### src/rtl/bitscat_pkg.sv
package bitscat_pkg;
  typedef enum logic {
    BS_SCATTER = 1'b0,
    BS_GATHER  = 1'b1
  } bs_mode_e;
endpackage

### src/rtl/bitscat_lsb_find.sv
module bitscat_lsb_find #(
  parameter int W  = 32,
  localparam int IW = (W > 1) ? $clog2(W) : 1
) (
  input  logic [W-1:0]  sel,
  output logic [W-1:0]  onehot,
  output logic [IW-1:0] idx,
  output logic          any
);
  // Isolate the lowest one: sel AND two's complement of sel
  assign onehot = sel & (~sel + W'(1));
  assign any    = |sel;

  always_comb begin
    idx = '0;
    for (int i = 0; i < W; i++) begin
      if (onehot[i]) idx = idx | IW'(i);
    end
  end
endmodule

### src/rtl/bitscat_step.sv
module bitscat_step
  import bitscat_pkg::*;
#(
  parameter int W  = 32,
  localparam int IW = (W > 1) ? $clog2(W) : 1
) (
  input  bs_mode_e      mode,
  input  logic [W-1:0]  data,
  input  logic [W-1:0]  acc,
  input  logic [W-1:0]  onehot,
  input  logic [IW-1:0] pos,
  input  logic [IW-1:0] k,
  output logic [W-1:0]  acc_next
);
  logic [W-1:0] put_scatter;
  logic [W-1:0] put_gather;

  // scatter: data bit k goes to the isolated position
  assign put_scatter = data[k] ? onehot : '0;
  // gather: data bit at the isolated position goes to bit k
  assign put_gather  = W'(data[pos]) << k;

  always_comb begin
    if (mode == BS_SCATTER) acc_next = acc | put_scatter;
    else                    acc_next = acc | put_gather;
  end
endmodule

### src/rtl/bitscat_unit.sv
module bitscat_unit
  import bitscat_pkg::*;
#(
  parameter int W = 32,
  localparam int IW = (W > 1) ? $clog2(W) : 1,
  localparam int CW = $clog2(W + 1)
) (
  input  logic         clk,
  input  logic         rst,
  input  logic         start_i,
  input  logic         mode_i,
  input  logic [W-1:0] data_i,
  input  logic [W-1:0] sel_i,
  output logic [W-1:0] result_o,
  output logic         done_o,
  output logic         busy_o
);
  logic [W-1:0]  data_q;
  logic [W-1:0]  sel_q;
  logic [W-1:0]  acc_q;
  logic [CW-1:0] cnt_q;
  bs_mode_e      mode_q;
  logic          busy_q;

  logic [W-1:0]  low_onehot;
  logic [IW-1:0] low_idx;
  logic          sel_any;
  logic [W-1:0]  acc_nxt;

  bitscat_lsb_find #(.W(W)) u_find (
    .sel    (sel_q),
    .onehot (low_onehot),
    .idx    (low_idx),
    .any    (sel_any)
  );

  bitscat_step #(.W(W)) u_step (
    .mode     (mode_q),
    .data     (data_q),
    .acc      (acc_q),
    .onehot   (low_onehot),
    .pos      (low_idx),
    .k        (cnt_q[IW-1:0]),
    .acc_next (acc_nxt)
  );

  always_ff @(posedge clk) begin
    if (rst) begin
      data_q   <= '0;
      sel_q    <= '0;
      acc_q    <= '0;
      cnt_q    <= '0;
      mode_q   <= BS_SCATTER;
      busy_q   <= 1'b0;
      result_o <= '0;
      done_o   <= 1'b0;
    end else begin
      done_o <= 1'b0;
      if (!busy_q) begin
        if (start_i) begin
          data_q <= data_i;
          sel_q  <= sel_i;
          mode_q <= bs_mode_e'(mode_i);
          acc_q  <= '0;
          cnt_q  <= '0;
          busy_q <= 1'b1;
        end
      end else if (sel_any) begin
        acc_q <= acc_nxt;
        sel_q <= sel_q & (sel_q - W'(1));
        cnt_q <= cnt_q + CW'(1);
      end else begin
        result_o <= acc_q;
        done_o   <= 1'b1;
        busy_q   <= 1'b0;
      end
    end
  end

  assign busy_o = busy_q;

  // Each working step removes exactly one selector bit
  assert_one_bit_per_step_R7: assert property (@(posedge clk) disable iff (rst)
    (busy_q && sel_any) |=> ($countones(sel_q) + 1 == $countones($past(sel_q))));

  // Isolated lowest bit is a single bit, present whenever selector is nonzero
  assert_lowest_onehot_R7: assert property (@(posedge clk) disable iff (rst)
    busy_q |-> ($onehot0(low_onehot) && (sel_any == (low_onehot != '0))));

  assert_done_pulse_R8: assert property (@(posedge clk) disable iff (rst)
    done_o |=> !done_o);

  assert_done_idle_R8: assert property (@(posedge clk) disable iff (rst)
    done_o |-> !busy_o);

  // Operands frozen while busy
  assert_operands_frozen_R9: assert property (@(posedge clk) disable iff (rst)
    busy_q |=> ($stable(data_q) && $stable(mode_q)));

  // Gather result is packed below the count of consumed bits
  assert_gather_packed_R5: assert property (@(posedge clk) disable iff (rst)
    (done_o && mode_q == BS_GATHER) |-> ((result_o >> cnt_q) == '0));
endmodule

### config.mk
export PLATFORM = sky130hd
export DESIGN_NAME = bitscat_unit
export DESIGN_NICKNAME = d
export VERILOG_FILES = /design/src/rtl/bitscat_pkg.sv /design/src/rtl/bitscat_lsb_find.sv /design/src/rtl/bitscat_step.sv /design/src/rtl/bitscat_unit.sv
export SDC_FILE = /design/constraint.sdc
export NUM_CORES = 1
export LEC_CHECK = 0
export ABC_AREA = 1
export BUFFER_PORTS_ARGS = -buffer_cell sky130_fd_sc_hd__buf_2
export CORE_ASPECT_RATIO = 1.5
export CORE_MARGIN = 2
export CORE_UTILIZATION = 58
export DETAILED_ROUTE_END_ITERATION = 16
export MAX_ROUTING_LAYER = met4
export PLACE_DENSITY = 0.81
export SLEW_MARGIN = 10
export SYNTH_ARGS = -nofsm -noshare
export SYNTH_HDL_FRONTEND = slang
export SYNTH_SLANG_ARGS = --single-unit
### constraint.sdc
create_clock -name clk -period 3.45 [get_ports clk]
set_clock_uncertainty 0.15 [all_clocks]
set_input_delay 0.69 -clock clk [delete_from_list [all_inputs] [get_ports clk]]
set_output_delay 0.69 -clock clk [all_outputs]
set_load 0.03 [all_outputs]
# After elaboration in Yosys (flattened, before gate mapping)
# Index checks and enable logic that the tools add are counted.
dict set report totals {
  reg_bits 137
  input_bits 68
  out_inout_bits 34
  wordCells 120
}
dict set report op_classes {
  add_sub_neg 3
  n_lt_le_gt_ge 2
  eq_ne 4
  shifts 1
  mux 89
  bitwise_logic 5
  reduce_logical 8
}
# cell n
set op_table {}
lappend op_table {{$mux 32} 28}
lappend op_table {{$mux 5} 16}
lappend op_table {{$and 32x32->32} 2}
lappend op_table {{$or 32x32->32} 2}
lappend op_table {{$mux 6} 8}
lappend op_table {{$add 32x1->32 const B} 1}
lappend op_table {{$mux 4} 8}
lappend op_table {{$not 32->32} 1}
lappend op_table {{$reduce_or 32->1} 1}
lappend op_table {{$shl 1x5->32} 1}
lappend op_table {{$sub 32x1->32 const B} 1}
lappend op_table {{$mux 1} 21}
lappend op_table {{$lt 5x6->1 const B} 2}
lappend op_table {{$mux 3} 4}
lappend op_table {{$bmux 1 s5} 2}
lappend op_table {{$reduce_and 2->1} 4}
lappend op_table {{$add 6x1->6 const B} 1}
lappend op_table {{$mux 2} 2}
lappend op_table {{$ne 2x2->1 const B} 2}
lappend op_table {{$reduce_bool 2->1} 2}
lappend op_table {{$ne 3x2->1 const B} 1}
lappend op_table {{$ne 3x3->1 const B} 1}
lappend op_table {{$reduce_bool 3->1} 1}

# Logic depth before layout (Yosys ltp)
dict set report logic_depth {
  ltp_word 44
  ltp_mapped 23
}

# Modules after synthesis
# From an unflattened synthesis, not the netlist that was laid out.
dict set report hier_totals {
  hier_cells 1381
  area_unflattened_um2 8584.5
}
# mod instances cells_each area_per_inst_um2
set modules_own_cells {}
lappend modules_own_cells {bitscat_unit 1 731 5390.2}
lappend modules_own_cells {bitscat_step 1 427 2153.3}
lappend modules_own_cells {bitscat_lsb_find 1 223 1041.0}

# Least setup slack after synthesis
# No wires, ideal clock.
dict set report synth_path {
  kind {flip-flop to flip-flop}
  start {reg sel_q[0]}
  end {reg acc_q[8]}
  arrival_time_ns 2.353
  t_required_ns 3.234
  slack_ns 0.881
  stages_incl_launch_ff 22
  n_path_buf 2
  cell_sequence {dfxtp_1 -> nor2_8 -> nand2_4 -> nor2_8 -> nand2_2 -> nor2_2 -> nand2_2 -> nand3_2 -> nor2_4 -> buf_6 -> nand3b_1 -> nand2_1 -> nand2_1 -> nand3_1 -> nand3_1 -> nand3_2 -> nand2_4 -> buf_6 -> nand4_2 -> o21bai_1 -> nand2_1 -> a21oi_2}
}
dict set report synth_between {
  elab_chain_len 44
}
# element line_no
set synth_rtl {}
lappend synth_rtl {{start, declared} bitscat_unit.sv:19} ;# logic [W-1:0] sel_q;
lappend synth_rtl {{start signal, assigned} bitscat_unit.sv:62} ;# sel_q <= sel_i;
lappend synth_rtl {{start signal, assigned} bitscat_unit.sv:70} ;# sel_q <= sel_q & (sel_q - W'(1));
lappend synth_rtl {{$not 32->32} bitscat_lsb_find.sv:11} ;# assign onehot = sel & (~sel + W'(1));
lappend synth_rtl {{$add 32x1->32} bitscat_lsb_find.sv:11}
lappend synth_rtl {{$and 32x32->32} bitscat_lsb_find.sv:11}
lappend synth_rtl {{$mux 1} bitscat_lsb_find.sv:17} ;# if (onehot[i]) idx = idx | IW'(i);
lappend synth_rtl {{$mux 2 (2 in a row)} bitscat_lsb_find.sv:17}
lappend synth_rtl {{$mux 3 (4 in a row)} bitscat_lsb_find.sv:17}
lappend synth_rtl {{$mux 4 (8 in a row)} bitscat_lsb_find.sv:17}
lappend synth_rtl {{$mux 5 (16 in a row)} bitscat_lsb_find.sv:17}
lappend synth_rtl {{[2 not listed]} --}
lappend synth_rtl {{$shl 1x5->32} bitscat_step.sv:21} ;# assign put_gather = W'(data[pos]) << k;
lappend synth_rtl {{$or 32x32->32} bitscat_step.sv:25} ;# else acc_next = acc | put_gather;
lappend synth_rtl {{$mux 32} bitscat_step.sv:24} ;# if (mode == BS_SCATTER) acc_next = acc | put_scatter;
lappend synth_rtl {{$mux 32} bitscat_unit.sv:68} ;# end else if (sel_any) begin
lappend synth_rtl {{$mux 32} bitscat_unit.sv:59} ;# if (!busy_q) begin
lappend synth_rtl {{$mux 32} bitscat_unit.sv:48} ;# if (rst) begin
lappend synth_rtl {{$mux 32} bitscat_unit.sv:59}
lappend synth_rtl {{$mux 32} bitscat_unit.sv:48}
lappend synth_rtl {{end signal, assigned} bitscat_unit.sv:69} ;# acc_q <= acc_nxt;
lappend synth_rtl {{end, declared} bitscat_unit.sv:20} ;# logic [W-1:0] acc_q;
# Parallel ways exist; a longest one is shown, timed or not. The select of a mux whose other input is x is not followed.
# A chain may end at the register's enable or synchronous reset.

# Worst setup path in the final report
dict set report layout_path {
  start {reg sel_q[5]}
  end {reg acc_q[25]}
}
dict set report layout_between {
  elab_chain_len 40
}
# element line_no
set layout_rtl {}
lappend layout_rtl {{$not 32->32} bitscat_lsb_find.sv:11}
lappend layout_rtl {{$add 32x1->32} bitscat_lsb_find.sv:11}
lappend layout_rtl {{$and 32x32->32} bitscat_lsb_find.sv:11}
lappend layout_rtl {{$mux 3 (3 in a row)} bitscat_lsb_find.sv:17}
lappend layout_rtl {{$mux 4 (8 in a row)} bitscat_lsb_find.sv:17}
lappend layout_rtl {{$mux 5 (16 in a row)} bitscat_lsb_find.sv:17}
lappend layout_rtl {{$bmux 1 s5} bitscat_step.sv:21}
lappend layout_rtl {{$mux 1 (implied by the code)} bitscat_step.sv:21}
lappend layout_rtl {{$shl 1x5->32} bitscat_step.sv:21}
lappend layout_rtl {{$or 32x32->32} bitscat_step.sv:25}
lappend layout_rtl {{$mux 32} bitscat_step.sv:24}
lappend layout_rtl {{$mux 32} bitscat_unit.sv:68}
lappend layout_rtl {{$mux 32} bitscat_unit.sv:59}
lappend layout_rtl {{$mux 32} bitscat_unit.sv:48}
lappend layout_rtl {{$mux 32} bitscat_unit.sv:59}
lappend layout_rtl {{$mux 32} bitscat_unit.sv:48}
# Parallel ways exist; a longest one is shown, timed or not. The select of a mux whose other input is x is not followed.

==> impl_metrics.py <==
metrics = {
    "die": {
        "die_w_um": 95.2,
        "pin_count": 102,
        "start_util_pct": 58.8,
        "coreArea_um2": 12300,
        "fp.dieH_um": 141,
        "num_rows": 50,
        "dieArea_um2": 13400,
    },
    "pwr": {
        "leakage_nw": 3.69,
        "power.density_nw_per_um2": 524,
        "vdd.ir_drop.worst_mv": 0.307,
    },
    "layout": {
        "fin_nets": 1245,
        "final_common_cell": "nand2_1",
        "num_antenna_cells": 0,
        "area_delta_synth_final_pct": 17.1,
        "fin_cells": 1345,
        "fin_util_pct": 68.8,
        "drive_above_1_share_pct": 18.3,
        "final_cell_mix": "nand2_1 (206), dfxtp_1 (135), nor2_1 (121)",
    },
    "placement": {
        "dp_cells": 1309,
        "gp_congestion": 1.03,
        "dp_hpwl_mm": 15.7,
        "io_buffers": 101,
    },
    "timing": {
        "post-route-period-util_pct": 92.0,
        "finalMaxSlewViolations": 0,
        "hold_viol": 0,
        "worstMarginPinSlew_ps": 1030,
        "period_minus_slack_ps": 3170,
        "setup_viol": 0,
        "fmax_mhz": 315,
        "relSlewSlack_pct": 31.5,
    },
    "worst_setup_path": {
        "crit_slowest_cell": "dfxtp_1",
        "cp.required_ps": 3650,
        "slowest_delay_ps": 350,
        "cp_max_fo": 17,
        "worstSetupPathType": "flop to flop",
        "worst-path-buf-inv": 1,
        "crit_path_frequent_cell": "nand2_1",
        "endpoint_kind": "flop",
        "startpoint_type": "flop",
        "arrival_ps": 3380,
        "cp_top_family": "simple AND/OR/NAND/NOR gates",
        "path_cells": "nor2_1, nand2_1, nor2_4, nand2_4, nor2_4, nand3_2, nor2_4, nor2_4, buf_4, nand3_1, nand2_1, nand2_1, nand3_1, nand3_1, nand3_2, nand2_8, nand2_2, nor2_4, nand2_1, nand2_1, nand2_1, a21oi_1",
    },
    "clocking": {
        "cts_tree": "built",
        "clock_sinks": 136,
        "clk_path_buf_depth": 2,
        "path_clk_slew_ps": 70,
        "clk_latency_ps": 430,
        "numCtsBuffers": 17,
        "htreeDepth": 4,
        "root_buffer": "clkbuf_16",
        "hold_buffers": 0,
    },
    "synthesis": {
        "yosysWarnings": 0,
        "syn_area_per_cell_um2": 6.64,
        "netlist_area_um2": 7240,
        "ys_ff_latch": 136,
        "synth_cells": 1090,
        "synth_fp_nets": 1159,
        "ys_types": 37,
        "ys_seq_area_share_pct": 37.6,
    },
    "detailed_routing": {
        "drt-wirelength-per-cell_um": 16.1,
        "route.detailed.vias_per_inst": 5.60,
        "dr.first_iter.drc_count": 539,
        "vias": 7530,
        "drt-total-wl_mm": 21.7,
        "post-route-drc-count": 0,
        "firstDrtPassIters": 6,
        "antenna_left": 0,
    },
    "global_routing": {
        "grt_antenna_before_repair": 0,
        "grt_max_degree": 57,
        "grt_pass1_vias": 7166,
        "grt_first_pass_wirelength_mm": 34.4,
        "grt_overflow_total": 0,
        "grt_usage_pct": 33.9,
    },
    "job": {
        "drv_cap": 0,
    },
    "status": {
        "status": "finished, final reports clean",
    },
    "min_path": {
        "hp-class": "flop to flop",
    },
}
## cell usage after synthesis (all sizes together)
| cell | count | area, µm² |
|---|---|---|
| a211oi | 1 | 7.51 |
| a21oi | 87 | 443 |
| a31oi | 1 | 6.26 |
| and2 | 1 | 8.76 |
| buf | 16 | 110 |
| clkbuf | 40 | 150 |
| clkinv | 2 | 7.51 |
| dfxtp | 136 | 2720 |
| ha | 1 | 12.5 |
| inv | 127 | 477 |
| nand2 | 219 | 880 |
| nand3 | 90 | 485 |
| nand3b | 8 | 60.1 |
| nand4 | 25 | 181 |
| nor2 | 142 | 669 |
| nor3 | 36 | 180 |
| nor3b | 1 | 7.51 |
| nor4 | 3 | 18.8 |
| o2111ai | 1 | 8.76 |
| o211ai | 2 | 15.0 |
| o21ai | 136 | 681 |
| o21bai | 9 | 67.6 |
| o22ai | 1 | 6.26 |
| o31ai | 4 | 30.0 |
| or2 | 1 | 6.26 |
## where the power goes
| part | total, W | internal, W | switching (W) |
|---|---|---|---|
| logic | 0.000884 | 0.000288 | 0.000596 |
| registers | 0.00170 | 0.00164 | 0.0000629 |
| clock network | 0.00186 | 0.00104 | 0.000822 |
| total | 0.00444 | 0.00296 | 0.00148 |
## flip-flops by register name (all words and copies together) (netlist names)
register,count
result_o,32
acc_q,32
cnt_q,5
done_o,1
data_q,32
busy_o,1
sel_q,32
mode_q,1
## metal layers
metal,track usage (%),wire length [µm],share of wire [%]
met5,-,0,0
met3,4.12,986,4.5
met1,38.2,8510,39
met2,56.3,11100,51
met4,20.6,1090,5.0
## final timing paths
path	slack (ps)	end	cells past startpoint	startpoint
max	280	acc_q[25]	22	sel_q[5]
min	310	acc_q[27]	2	acc_q[27]
max reg2reg	280	acc_q[25]	22	sel_q[5]
min reg2reg	310	acc_q[27]	2	acc_q[27]
## per-stage QoR
step / setup TNS (ps) / power (W) / hold WS [ps] / cell area, µm² / worst slack, ps
5_1_grt: -57.9 / 0.00464 / 328 / 8480 / -26.2
2_1_floorplan: 0 / 0.00238 / 281 / 7240 / 881
3_5_place_dp: 0 / 0.00258 / 296 / 7830 / 220
3_3_place_gp: 0 / 0.00258 / 290 / 7830 / 223
4_1_cts: 0 / 0.00442 / 306 / 8430 / 182
6_report: 0 / 0.00444 / 308 / 8480 / 276
## worst reg2reg max path, cell delays in order, from the launching register on
cell     delay (ps)
dfxtp_1         350
nor2_1          180
nand2_1         150
nor2_4          240
nand2_4          90
nor2_4          150
nand3_2         120
nor2_4          180
nor2_4           80
buf_4           180
nand3_1          90
nand2_1          60
nand2_1          50
nand3_1          80
nand3_1         110
nand3_2         130
nand2_8         160
nand2_2         110
nor2_4          130
nand2_1          60
nand2_1          80
nand2_1          70
a21oi_1         130
## kinds of logic (layout without fill, tap and decap cells)
family                     after synthesis  after routing  share of synthesized area (%)
and+or+nand+nor                        526            526                           34.5
AOI/OAI and AO/OA                      242            242                           17.5
buffers and inverters                  185            284                           10.3
DFF                                    136            136                           37.6
adders and majority gates                1              1                          0.173
## layout make-up
cell class,instances,area [µm²]
timing repair buffer,122,676
clock buffer,17,425
multi-input combinational,769,3790
clock inverter,15,178
timing repair inverter,1,7.51
inverter,129,488
tap,156,195
sequential,136,2720
fill,1146,3840
## what timing repair did
| action | CTS | global route |
|---|---|---|
| gates resized for setup | 0 | 5 |
| buffers inserted | 0 | 3 |
| endpoints found under the setup margin | 0 | 32 |
Power figures use the tool's default switching activity.
